### config.mk
export PLATFORM = sky130hd
export DESIGN_NAME = autobaud_boot
export DESIGN_NICKNAME = d
export VERILOG_FILES = /design/src/rtl/abb_pkg.sv /design/src/rtl/abb_sync.sv /design/src/rtl/abb_low_timer.sv /design/src/rtl/abb_div_const.sv /design/src/rtl/abb_uart_tx.sv /design/src/rtl/abb_uart_rx.sv /design/src/rtl/autobaud_boot.sv
export SDC_FILE = /design/constraint.sdc
export NUM_CORES = 1
export LEC_CHECK = 0
export ABC_AREA = 0
export CAP_MARGIN = 20
export CELL_PAD_IN_SITES_DETAIL_PLACEMENT = 0
export CELL_PAD_IN_SITES_GLOBAL_PLACEMENT = 1
export CORE_MARGIN = 1
export CORE_UTILIZATION = 40
export DETAILED_ROUTE_END_ITERATION = 8
export HOLD_SLACK_MARGIN = 0.1
export PLACE_DENSITY = 0.66
export SKIP_LAST_GASP = 1
export SLEW_MARGIN = 20
export SYNTH_ARGS = -nofsm -noshare
export SYNTH_HDL_FRONTEND = slang
export SYNTH_SLANG_ARGS = --single-unit
### constraint.sdc
create_clock -name clk -period 3 [get_ports clk]
set_input_delay 0.9 -clock clk [delete_from_list [all_inputs] [get_ports clk]]
set_output_delay 0.9 -clock clk [all_outputs]
set_load 0.005 [all_outputs]
### src/rtl/abb_pkg.sv
package abb_pkg;

    localparam int LOW_BITS   = 9;
    localparam int DATA_BITS  = 8;
    localparam int FRAME_BITS = 10;
    localparam int ROUND_ADD  = LOW_BITS / 2;

    localparam logic [7:0] ADJ_END_BYTE = 8'h00;
    localparam logic [7:0] CONFIRM_BYTE = 8'h55;

    typedef enum logic [2:0] {
        HS_MEASURE,
        HS_DIVIDE,
        HS_SEND,
        HS_CONFIRM,
        HS_DONE,
        HS_FAIL
    } hs_state_e;

    typedef enum logic [2:0] {
        RX_ARM,
        RX_IDLE,
        RX_START,
        RX_DATA,
        RX_STOP
    } rx_state_e;

endpackage

### src/rtl/abb_sync.sv
module abb_sync #(
    parameter int STAGES = 2
) (
    input  logic clk,
    input  logic rst_n,
    input  logic d,
    output logic q
);
    logic [STAGES-1:0] pipe_d, pipe_q;

    always_comb begin
        pipe_d = {pipe_q[STAGES-2:0], d};
    end

    always_ff @(posedge clk or negedge rst_n) begin
        if (!rst_n) pipe_q <= '1;
        else        pipe_q <= pipe_d;
    end

    assign q = pipe_q[STAGES-1];
endmodule

### src/rtl/abb_low_timer.sv
module abb_low_timer #(
    parameter int CNT_W    = 18,
    parameter int MIN_LOW  = 36,
    parameter int MIN_IDLE = 16
) (
    input  logic             clk,
    input  logic             rst_n,
    input  logic             en,
    input  logic             line,
    output logic             meas_valid,
    output logic             meas_ok,
    output logic [CNT_W-1:0] meas_cnt
);
    localparam int               IDLE_W  = $clog2(MIN_IDLE + 1);
    localparam logic [CNT_W-1:0] CNT_MAX = {CNT_W{1'b1}};

    typedef struct packed {
        logic              timing;
        logic [CNT_W-1:0]  cnt;
        logic [IDLE_W-1:0] idle;
        logic              valid;
        logic              ok;
        logic [CNT_W-1:0]  res;
    } tmr_t;

    tmr_t tmr_d, tmr_q;

    always_comb begin
        tmr_d       = tmr_q;
        tmr_d.valid = 1'b0;
        if (line) begin
            if (tmr_q.idle < IDLE_W'(MIN_IDLE)) tmr_d.idle = tmr_q.idle + 1'b1;
            if (tmr_q.timing) begin
                tmr_d.timing = 1'b0;
                tmr_d.valid  = 1'b1;
                tmr_d.res    = tmr_q.cnt;
                tmr_d.ok     = (tmr_q.cnt >= CNT_W'(MIN_LOW)) && (tmr_q.cnt != CNT_MAX);
            end
        end else begin
            tmr_d.idle = '0;
            if (tmr_q.timing) begin
                if (tmr_q.cnt != CNT_MAX) tmr_d.cnt = tmr_q.cnt + 1'b1;
            end else if (tmr_q.idle >= IDLE_W'(MIN_IDLE)) begin
                tmr_d.timing = 1'b1;
                tmr_d.cnt    = CNT_W'(1);
            end
        end
        if (!en) begin
            tmr_d.timing = 1'b0;
            tmr_d.valid  = 1'b0;
        end
    end

    always_ff @(posedge clk or negedge rst_n) begin
        if (!rst_n) tmr_q <= '0;
        else        tmr_q <= tmr_d;
    end

    assign meas_valid = tmr_q.valid;
    assign meas_ok    = tmr_q.ok;
    assign meas_cnt   = tmr_q.res;
endmodule

### src/rtl/abb_div_const.sv
module abb_div_const #(
    parameter int IN_W    = 19,
    parameter int DIVISOR = 9
) (
    input  logic            clk,
    input  logic            rst_n,
    input  logic            start,
    input  logic [IN_W-1:0] dividend,
    output logic            done,
    output logic [IN_W-1:0] quot
);
    localparam int REM_W = $clog2(DIVISOR);
    localparam int IDX_W = $clog2(IN_W + 1);

    typedef struct packed {
        logic             busy;
        logic             done;
        logic [IDX_W-1:0] idx;
        logic [REM_W-1:0] rem;
        logic [IN_W-1:0]  num;
        logic [IN_W-1:0]  q;
    } div_t;

    div_t div_d, div_q;
    logic [REM_W:0] trial;

    always_comb begin
        div_d      = div_q;
        div_d.done = 1'b0;
        trial      = {div_q.rem, div_q.num[IN_W-1]};
        if (!div_q.busy) begin
            if (start) begin
                div_d.busy = 1'b1;
                div_d.num  = dividend;
                div_d.q    = '0;
                div_d.rem  = '0;
                div_d.idx  = '0;
            end
        end else begin
            if (trial >= (REM_W+1)'(DIVISOR)) begin
                div_d.rem = REM_W'(trial - (REM_W+1)'(DIVISOR));
                div_d.q   = {div_q.q[IN_W-2:0], 1'b1};
            end else begin
                div_d.rem = trial[REM_W-1:0];
                div_d.q   = {div_q.q[IN_W-2:0], 1'b0};
            end
            div_d.num = {div_q.num[IN_W-2:0], 1'b0};
            if (div_q.idx == IDX_W'(IN_W - 1)) begin
                div_d.busy = 1'b0;
                div_d.done = 1'b1;
            end else begin
                div_d.idx = div_q.idx + 1'b1;
            end
        end
    end

    always_ff @(posedge clk or negedge rst_n) begin
        if (!rst_n) div_q <= '0;
        else        div_q <= div_d;
    end

    assign done = div_q.done;
    assign quot = div_q.q;
endmodule

### src/rtl/abb_uart_tx.sv
module abb_uart_tx #(
    parameter int PW = 16
) (
    input  logic          clk,
    input  logic          rst_n,
    input  logic          start,
    input  logic [7:0]    data,
    input  logic [PW-1:0] period,
    output logic          txd,
    output logic          busy
);
    import abb_pkg::*;

    localparam int BIT_W = $clog2(FRAME_BITS);

    typedef struct packed {
        logic                  busy;
        logic                  txd;
        logic [PW-1:0]         cnt;
        logic [BIT_W-1:0]      idx;
        logic [FRAME_BITS-1:0] sh;
    } tx_t;

    tx_t tx_d, tx_q;

    always_comb begin
        tx_d = tx_q;
        if (!tx_q.busy) begin
            tx_d.txd = 1'b1;
            if (start) begin
                tx_d.busy = 1'b1;
                tx_d.sh   = {1'b1, data, 1'b0};
                tx_d.txd  = 1'b0;
                tx_d.cnt  = PW'(1);
                tx_d.idx  = '0;
            end
        end else if (tx_q.cnt >= period) begin
            tx_d.cnt = PW'(1);
            if (tx_q.idx == BIT_W'(FRAME_BITS - 1)) begin
                tx_d.busy = 1'b0;
                tx_d.txd  = 1'b1;
            end else begin
                tx_d.idx = tx_q.idx + 1'b1;
                tx_d.sh  = {1'b1, tx_q.sh[FRAME_BITS-1:1]};
                tx_d.txd = tx_q.sh[1];
            end
        end else begin
            tx_d.cnt = tx_q.cnt + 1'b1;
        end
    end

    always_ff @(posedge clk or negedge rst_n) begin
        if (!rst_n) begin
            tx_q     <= '0;
            tx_q.txd <= 1'b1;
        end else begin
            tx_q <= tx_d;
        end
    end

    assign txd  = tx_q.txd;
    assign busy = tx_q.busy;
endmodule

### src/rtl/abb_uart_rx.sv
module abb_uart_rx #(
    parameter int PW = 16
) (
    input  logic          clk,
    input  logic          rst_n,
    input  logic          en,
    input  logic          line,
    input  logic [PW-1:0] period,
    output logic          valid,
    output logic [7:0]    data,
    output logic          ferr
);
    import abb_pkg::*;

    localparam int IDX_W = $clog2(DATA_BITS);

    typedef struct packed {
        rx_state_e      st;
        logic [PW-1:0]  cnt;
        logic [IDX_W-1:0] idx;
        logic [7:0]     sh;
        logic           valid;
        logic [7:0]     data;
        logic           ferr;
    } rx_t;

    rx_t rx_d, rx_q;
    logic [PW-1:0] half;

    always_comb begin
        half       = period >> 1;
        rx_d       = rx_q;
        rx_d.valid = 1'b0;
        case (rx_q.st)
            RX_ARM: begin
                if (line) rx_d.st = RX_IDLE;
            end
            RX_IDLE: begin
                if (!line) begin
                    rx_d.st  = RX_START;
                    rx_d.cnt = PW'(1);
                end
            end
            RX_START: begin
                if (rx_q.cnt >= half) begin
                    rx_d.cnt = PW'(1);
                    rx_d.idx = '0;
                    rx_d.st  = line ? RX_ARM : RX_DATA;
                end else begin
                    rx_d.cnt = rx_q.cnt + 1'b1;
                end
            end
            RX_DATA: begin
                if (rx_q.cnt >= period) begin
                    rx_d.cnt = PW'(1);
                    rx_d.sh  = {line, rx_q.sh[7:1]};
                    if (rx_q.idx == IDX_W'(DATA_BITS - 1)) rx_d.st  = RX_STOP;
                    else                                   rx_d.idx = rx_q.idx + 1'b1;
                end else begin
                    rx_d.cnt = rx_q.cnt + 1'b1;
                end
            end
            RX_STOP: begin
                if (rx_q.cnt >= period) begin
                    rx_d.valid = 1'b1;
                    rx_d.data  = rx_q.sh;
                    rx_d.ferr  = !line;
                    rx_d.st    = RX_ARM;
                end else begin
                    rx_d.cnt = rx_q.cnt + 1'b1;
                end
            end
            default: rx_d.st = RX_ARM;
        endcase
        if (!en) begin
            rx_d.st    = RX_ARM;
            rx_d.valid = 1'b0;
        end
    end

    always_ff @(posedge clk or negedge rst_n) begin
        if (!rst_n) rx_q <= '0;
        else        rx_q <= rx_d;
    end

    assign valid = rx_q.valid;
    assign data  = rx_q.data;
    assign ferr  = rx_q.ferr;
endmodule

### src/rtl/autobaud_boot.sv
module autobaud_boot #(
    parameter int CNT_W    = 18,
    parameter int PERIOD_W = 16,
    parameter int MIN_LOW  = 36,
    parameter int MIN_IDLE = 16
) (
    input  logic                clk,
    input  logic                rst_n,
    input  logic                rxd,
    output logic                txd,
    output logic [PERIOD_W-1:0] bit_period,
    output logic                lock,
    output logic                done,
    output logic                error
);
    import abb_pkg::*;

    localparam int DIV_W = CNT_W + 1;

    typedef struct packed {
        hs_state_e           st;
        logic [PERIOD_W-1:0] period;
        logic                lock;
        logic                tx_go;
    } hs_t;

    hs_t hs_d, hs_q;

    logic             rx_s;
    logic             meas_valid, meas_ok;
    logic [CNT_W-1:0] meas_cnt;
    logic             div_start, div_done;
    logic [DIV_W-1:0] div_in, div_quot;
    logic [PERIOD_W-1:0] period_fit;
    logic             tx_busy;
    logic             rx_valid, rx_ferr;
    logic [7:0]       rx_data;

    abb_sync #(.STAGES(2)) sync_i (
        .clk(clk), .rst_n(rst_n), .d(rxd), .q(rx_s)
    );

    abb_low_timer #(.CNT_W(CNT_W), .MIN_LOW(MIN_LOW), .MIN_IDLE(MIN_IDLE)) timer_i (
        .clk(clk), .rst_n(rst_n), .en(hs_q.st == HS_MEASURE), .line(rx_s),
        .meas_valid(meas_valid), .meas_ok(meas_ok), .meas_cnt(meas_cnt)
    );

    assign div_in    = {1'b0, meas_cnt} + DIV_W'(ROUND_ADD);
    assign div_start = (hs_q.st == HS_MEASURE) && meas_valid && meas_ok;

    abb_div_const #(.IN_W(DIV_W), .DIVISOR(LOW_BITS)) div_i (
        .clk(clk), .rst_n(rst_n), .start(div_start), .dividend(div_in),
        .done(div_done), .quot(div_quot)
    );

    generate
        if (DIV_W > PERIOD_W) begin : g_clip
            assign period_fit = (|div_quot[DIV_W-1:PERIOD_W]) ? '1 : div_quot[PERIOD_W-1:0];
        end else begin : g_pad
            assign period_fit = PERIOD_W'(div_quot);
        end
    endgenerate

    abb_uart_tx #(.PW(PERIOD_W)) tx_i (
        .clk(clk), .rst_n(rst_n), .start(hs_q.tx_go), .data(ADJ_END_BYTE),
        .period(hs_q.period), .txd(txd), .busy(tx_busy)
    );

    abb_uart_rx #(.PW(PERIOD_W)) rx_i (
        .clk(clk), .rst_n(rst_n), .en(hs_q.st == HS_CONFIRM), .line(rx_s),
        .period(hs_q.period), .valid(rx_valid), .data(rx_data), .ferr(rx_ferr)
    );

    always_comb begin
        hs_d       = hs_q;
        hs_d.lock  = 1'b0;
        hs_d.tx_go = 1'b0;
        case (hs_q.st)
            HS_MEASURE: if (div_start) hs_d.st = HS_DIVIDE;
            HS_DIVIDE: begin
                if (div_done) begin
                    hs_d.period = period_fit;
                    hs_d.lock   = 1'b1;
                    hs_d.tx_go  = 1'b1;
                    hs_d.st     = HS_SEND;
                end
            end
            HS_SEND: if (!tx_busy && !hs_q.tx_go) hs_d.st = HS_CONFIRM;
            HS_CONFIRM: begin
                if (rx_valid) begin
                    if (!rx_ferr && (rx_data == CONFIRM_BYTE)) hs_d.st = HS_DONE;
                    else                                       hs_d.st = HS_FAIL;
                end
            end
            HS_DONE, HS_FAIL: hs_d.st = hs_q.st;
            default: hs_d.st = HS_MEASURE;
        endcase
    end

    always_ff @(posedge clk or negedge rst_n) begin
        if (!rst_n) hs_q <= '0;
        else        hs_q <= hs_d;
    end

    assign bit_period = hs_q.period;
    assign lock       = hs_q.lock;
    assign done       = (hs_q.st == HS_DONE);
    assign error      = (hs_q.st == HS_FAIL);
endmodule

Yosys cells after proc, flatten, opt, wreduce, memory -nomap -nowiden
Cells that the tools add are included.
{ "totals": {"ff_bits": 188, "inputBits": 3, "output_inout_bits": 20, "elab_cells": 166} }
{ "classes": {"addsub": 9, "magnitude_cmp": 7, "eq_ne": 34, "muxes": 56, "bitwise": 2, "reduce_logical": 29} }
{ "ops": {"columns": ["op", "n"], "rows": [
  ["2-to-1 mux 47 bit", 2],
  ["2-to-1 mux 16 bit", 5],
  ["2-to-1 mux 32 bit", 2],
  ["case mux 16 bit (4 select lines)", 1],
  ["2-to-1 mux 20 bit", 2],
  ["2-to-1 mux 19 bit", 2],
  ["2-to-1 mux 18 bit", 2],
  ["2-to-1 mux 3 bit", 11],
  ["adder 16 x 1 -> 16 bit (second input constant)", 2],
  ["greater-or-equal comparator 16 bit", 2],
  ["case mux 3 bit (5 select lines)", 2],
  ["2-to-1 mux 14 bit", 2],
  ["2-to-1 mux 21 bit", 1],
  ["2-to-1 mux 10 bit", 2],
  ["adder 18 x 3 -> 19 bit (second input constant)", 1],
  ["adder 18 x 1 -> 18 bit (second input constant)", 1],
  ["greater-or-equal comparator 18 x 6 -> 1 bit (second input constant)", 1],
  ["inequality test 18 bit (second input constant)", 1],
  ["inequality test 2 bit (second input constant)", 9],
  ["inequality test 3 bit (second input constant)", 6],
  ["greater-or-equal comparator 16 x 15 -> 1 bit", 1],
  ["2-to-1 mux 5 bit", 3],
  ["== test 3 x 2 -> 1 bit (second input constant)", 4],
  ["== test 3 bit (second input constant)", 4],
  ["other kinds (30)", 68]
]} }

Logic depth before layout (Yosys ltp)
{ "logic_depth": {"word_depth": 5, "depth_mapped": 11, "depth_no_buf": 9} }

By module
From an unflattened synthesis, not the netlist that was laid out.
{ "unflattened": {"hier_cells": 1078, "area_unflattened_um2": 10701.5} }
{ "by_module_without_submodules": {"columns": ["module", "n_inst", "cells_each", "area_per_inst_um2", "seq_area_each_um2"], "rows": [
  ["abb_uart_rx", 1, 268, 2678.8, 1001.0],
  ["abb_div_const", 1, 246, 2434.8, 1226.2],
  ["abb_low_timer", 1, 224, 2277.2, 1101.1],
  ["abb_uart_tx", 1, 211, 2000.7, 777.0],
  ["autobaud_boot", 1, 127, 1257.5, 500.5],
  ["abb_sync", 1, 2, 52.6, 52.6]
]} }

Worst setup path before layout
No wires, ideal clock.
{ "synth_timing": {"kind": "reg-to-reg", "from": "register rx_i.rx_q[21] in the netlist's numbering", "to": "register rx_i.rx_q[29] in the netlist's numbering", "setup_ns": 0.077, "t_arrival_ns": 2.239, "required_ns": 2.923, "slack_ns": 0.684, "path_stages_with_launch": 10, "n_path_buf": 0, "period_less_slack_ns": 2.316, "path_cell_list": "dfrtp_1 > inv_1 > ha_1 > nand2b_4 > a2111oi_4 > o311a_2 > o211a_4 > nor2_4 > or4_1 > a21oi_1"} }
{ "synth_between": {"elab_chain_len": 3, "elab_cells_between_ends": 9, "classes_between": "1 x add/sub; 2 x order compare; 1 x eq/ne; 4 x mux; 1 x reduce/logical"} }
{ "synth_lines": {"columns": ["element", "line", "source"], "rows": [
  ["start, declared", "abb_uart_rx.sv:27", "rx_t rx_d, rx_q;"],
  ["start signal, assigned", "abb_uart_rx.sv:83", "else rx_q <= rx_d;"],
  ["adder 16 x 1 -> 16 bit, or another cell as far along", "abb_uart_rx.sv:50, abb_uart_rx.sv:60, abb_uart_rx.sv:70", null],
  ["2-to-1 mux 16 bit, or another cell as far along", "abb_uart_rx.sv:64", "if (rx_q.cnt >= period) begin"],
  ["case mux 16 bit (4 select lines) / AND reduction 3 bit (equally long branches)", null, null]
]} }
Several ways; a longest one is shown, not always the timed one. The select of a mux whose other input is x is not followed.
A chain may end at the register's enable or synchronous reset.

Worst setup path after layout
{ "layout_timing": {"from": "register hs_q[19] in the netlist's numbering", "to": "output port done"} }
{ "layout_between": {"elab_chain_len": 1} }
{ "layout_lines": {"columns": ["element", "line", "source"], "rows": [
  ["start, declared", "autobaud_boot.sv:27", "hs_t hs_d, hs_q;"],
  ["start signal, assigned", "autobaud_boot.sv:102", "else hs_q <= hs_d;"],
  ["== test 3 bit", "autobaud_boot.sv:107", "assign done = (hs_q.st == HS_DONE);"],
  ["end, declared", "autobaud_boot.sv:13", "output logic done,"]
]} }
Every way passes these cells.

==> flow_metrics.py <==
metrics = {
    "synth": {
        "syn_avg_cell_area_um2": 10.0,
        "synth_flop_cell": "dfrtp_1",
        "synth.top_cell.area_share_pct": 46.3,
        "postSynth.asyncResetShare_pct": 100,
        "synth_edf_count": 0,
        "synth.distinct_cells": 71,
        "syn-cell-area_um2": 9890,
        "syn_inst": 989,
        "yosysTopAreaCell": "dfrtp_1",
        "synth_most_common_cell": "dfrtp_1",
        "yosysSeqAreaShare_pct": 47.1,
        "synthTopCellsByCount": "dfrtp_1, nand2_1, nor2_1",
        "yosys_warnings": 0,
        "synth_nets": 1053,
        "ys_seq_elements": 186,
        "synth_area_leaders": "dfrtp_1, ha_1, nand2_1, mux2_2, o21ai_0",
    },
    "sta": {
        "maxSlewHeadroom_pct": 41.4,
        "fin_crit_sh_pct": 91.1,
        "worstMarginPinSlew_ns": 0.877,
        "drv_slew": 0,
        "period_needed_ns": 2.73,
        "rsz0062_at_grt": "no",
        "setup_tns_ns": 0,
        "finClkSkew_ns": 0.0132,
        "setup_viol": 0,
        "fmax_ghz": 0.366,
        "hold_viol": 0,
    },
    "floorplan": {
        "die_y_um": 159,
        "fp.dieW_um": 159,
        "initial_core_util_pct": 40.8,
        "dieArea_um2": 25400,
        "rows": 57,
        "core-area_um2": 24200,
        "ios": 23,
    },
    "cts": {
        "cts.sinks": 186,
        "cts-root-buf": "clkbuf_16",
        "cts_tree": "yes",
        "clock_latency_ns": 0.44,
        "ctsHoldBuffers": 0,
        "path_clk_slew_ns": 0.07,
        "clockBufferDepth": 2,
        "post_cts.repair.setup_buffers": 0,
        "numCtsBuffers": 17,
        "h-tree-depth": 4,
        "cts_resized": 0,
    },
    "cells_and_area": {
        "multiInputGateArea_um2": 4800,
        "drive_gt1_share_pct": 10.6,
        "final_core_util_pct": 45.4,
        "area.sequential_um2": 4660,
        "n_fill_cell": 2299,
        "diodes": 0,
        "area_delta_synth_final_pct": 11.4,
        "final_net_count": 1061,
    },
    "critical_path": {
        "endpoint_kind": "output port",
        "slowest_stage": "clkdlybuf4s50_1",
        "crit_family": "buffers and inverters",
        "critPathRequiredTime_ns": 2.10,
        "r2r-start": "rx_i.rx_q[21]",
        "path_cells": "nand2b_1 > nor2_1 > clkdlybuf4s50_1",
        "crit_type": "reg -> out",
        "cp-start-kind": "flop",
        "max_stage_delay_ns": 0.53,
        "rrSetupSlack_ns": 0.42,
        "critPathLaunch": "hs_q[19]",
        "critPathMaxFanout": 9,
        "cp_data_arrival_time_ns": 1.83,
        "cp_num_buf_inv": 1,
    },
    "global_routing": {
        "track_usage_pct": 17.8,
        "antenna_found_initial": 0,
        "grt_pass1_vias": 6808,
        "grt_max_degree": 58,
        "grt_pass1_wl_um": 36200,
        "grt_overflow": 0,
    },
    "worst_hold_path": {
        "hold_class": "reg -> reg",
        "min_from": "sync_i.pipe_q[0]",
    },
    "run": {
        "drv_cap": 0,
    },
    "placed_design": {
        "gp_congestion": 0.770,
        "numPortBuffers": 22,
        "hpwl_um": 14900,
    },
    "detailed_routing": {
        "postRouteAntennaNets": 0,
        "via_count": 7066,
        "wl_per_cell_um": 15.9,
        "wirelength_um": 21200,
        "drt_iter0_markers": 384,
        "via_per_inst": 5.30,
        "first_pass_iters": 4,
        "remaining_drc_errors": 0,
    },
    "power_and_ir_drop": {
        "p_leak_uw": 0.00497,
        "power_switching_uw": 1090,
        "switching_share_pct": 22.3,
        "seqPwrFrac_pct": 51.4,
        "clockPowerShare_pct": 47.2,
        "power.density_nw_per_um2": 445,
        "p_comb_share_pct": 1.4,
        "p_int_uw": 3810,
        "ir_drop_mv": 0.303,
    },
    "status": {
        "status": "complete, no violations",
    },
}
==> path summary, 6_finish.rpt <==
check | to | cells past startpoint
setup / recovery | done | 3
hold / removal | sync_i.pipe_q[1] | 0
setup reg to reg | rx_i.data[6] | 8
hold reg to reg | sync_i.pipe_q[1] | 0
max in group asynchronous | tx_i.txd | 2
min in group asynchronous | div_i.quot[18] | 1
==> cell families (layout without fill, tap and decap cells) <==
group / count (synthesis) / after routing / share of synthesized area (%)
AND/OR/NAND/NOR: 343 / 343 / 16.9
AO/OA/AOI/OAI: 218 / 218 / 15.3
flip-flops: 186 / 186 / 47.1
buffers and inverters: 95 / 115 / 4.40
adder cells (fa/ha/maj): 61 / 61 / 7.72
multiplexers: 45 / 45 / 4.98
XOR/XNOR: 41 / 41 / 3.63
==> sequential cells by signal, summed over array words and instances, names as in the netlist, 2 cells and up <==
signal            cells
rx_i.rx_q            30
rx_i.data             8
bit_period           16
timer_i.tmr_q        24
hs_q                  3
div_i.div_q          29
timer_i.meas_cnt     18
div_i.quot           19
sync_i.pipe_q         2
tx_i.tx_q            29
==> power groups by stage <==
stage | combinational [uW] | sequential (uW) | clock [uW]
2_1_floorplan | 10.6 | 2560 | 0
3_3_place_gp | 75.6 | 2570 | 0
3_5_place_dp | 75.9 | 2570 | 0
4_1_cts | 76.4 | 2520 | 2390
5_1_grt | 84.2 | 2520 | 2460
6_report | 70.5 | 2520 | 2310
==> routing by layer <==
metal	global-route usage (%)	part of all wire [%]	wire (um)
met1	25.9	52	11000
met4	5.42	1.3	268
met2	27.2	45	9490
met3	2.76	2.1	454
met5	0	0	0
==> cell usage in the layout, fill, tap and decap left out, types with 5 or more instances in the layout <==
cell type and n:
a22o_1 5, nor2b_1 9, a21oi_1 49, clkbuf_16 17, dfrtp_1 182, mux2_2 34
mux2i_1 11, nand4_1 17, buf_4 20, clkdlybuf4s50_1 21, o21ai_0 70, and3_1 21
inv_1 40, o22a_1 16, nor3_1 5, ha_1 61, a221o_1 6, and4_1 8
or3_1 12, a21o_1 12, xor2_1 16, nand3_1 34, xnor2_1 25, nor4_1 7
nand2_1 119, a32o_1 10, nand2b_1 8, nor2_1 79
==> per-stage QoR <==
stage | setup WS [ns] | area (um^2) | instances | hold WS, ns | power, uW
final | 0.266 | 11000 | 1333 | 0.358 | 4900
after global routing | 0.157 | 11000 | 1333 | 0.365 | 5070
after CTS | 0.229 | 11000 | 1333 | 0.359 | 4980
after detailed placement | 0.414 | 10400 | 1302 | 0.348 | 2640
after global placement | 0.446 | 10400 | 1302 | 0.347 | 2640
after floorplan | 0.684 | 9890 | 989 | 0.345 | 2570
==> cell type report <==
| class | count | area share [%] |
|---|---|---|
| Tap cell | 324 | 3.68 |
| Sequential cell | 186 | 42.3 |
| Timing Repair Buffer | 44 | 3.76 |
| Inverter | 40 | 1.36 |
| Multi-Input combinational cell | 708 | 43.5 |
| Clock inverter | 11 | 1.20 |
| Clock buffer | 20 | 4.15 |
Power figures use the tool's default switching activity.
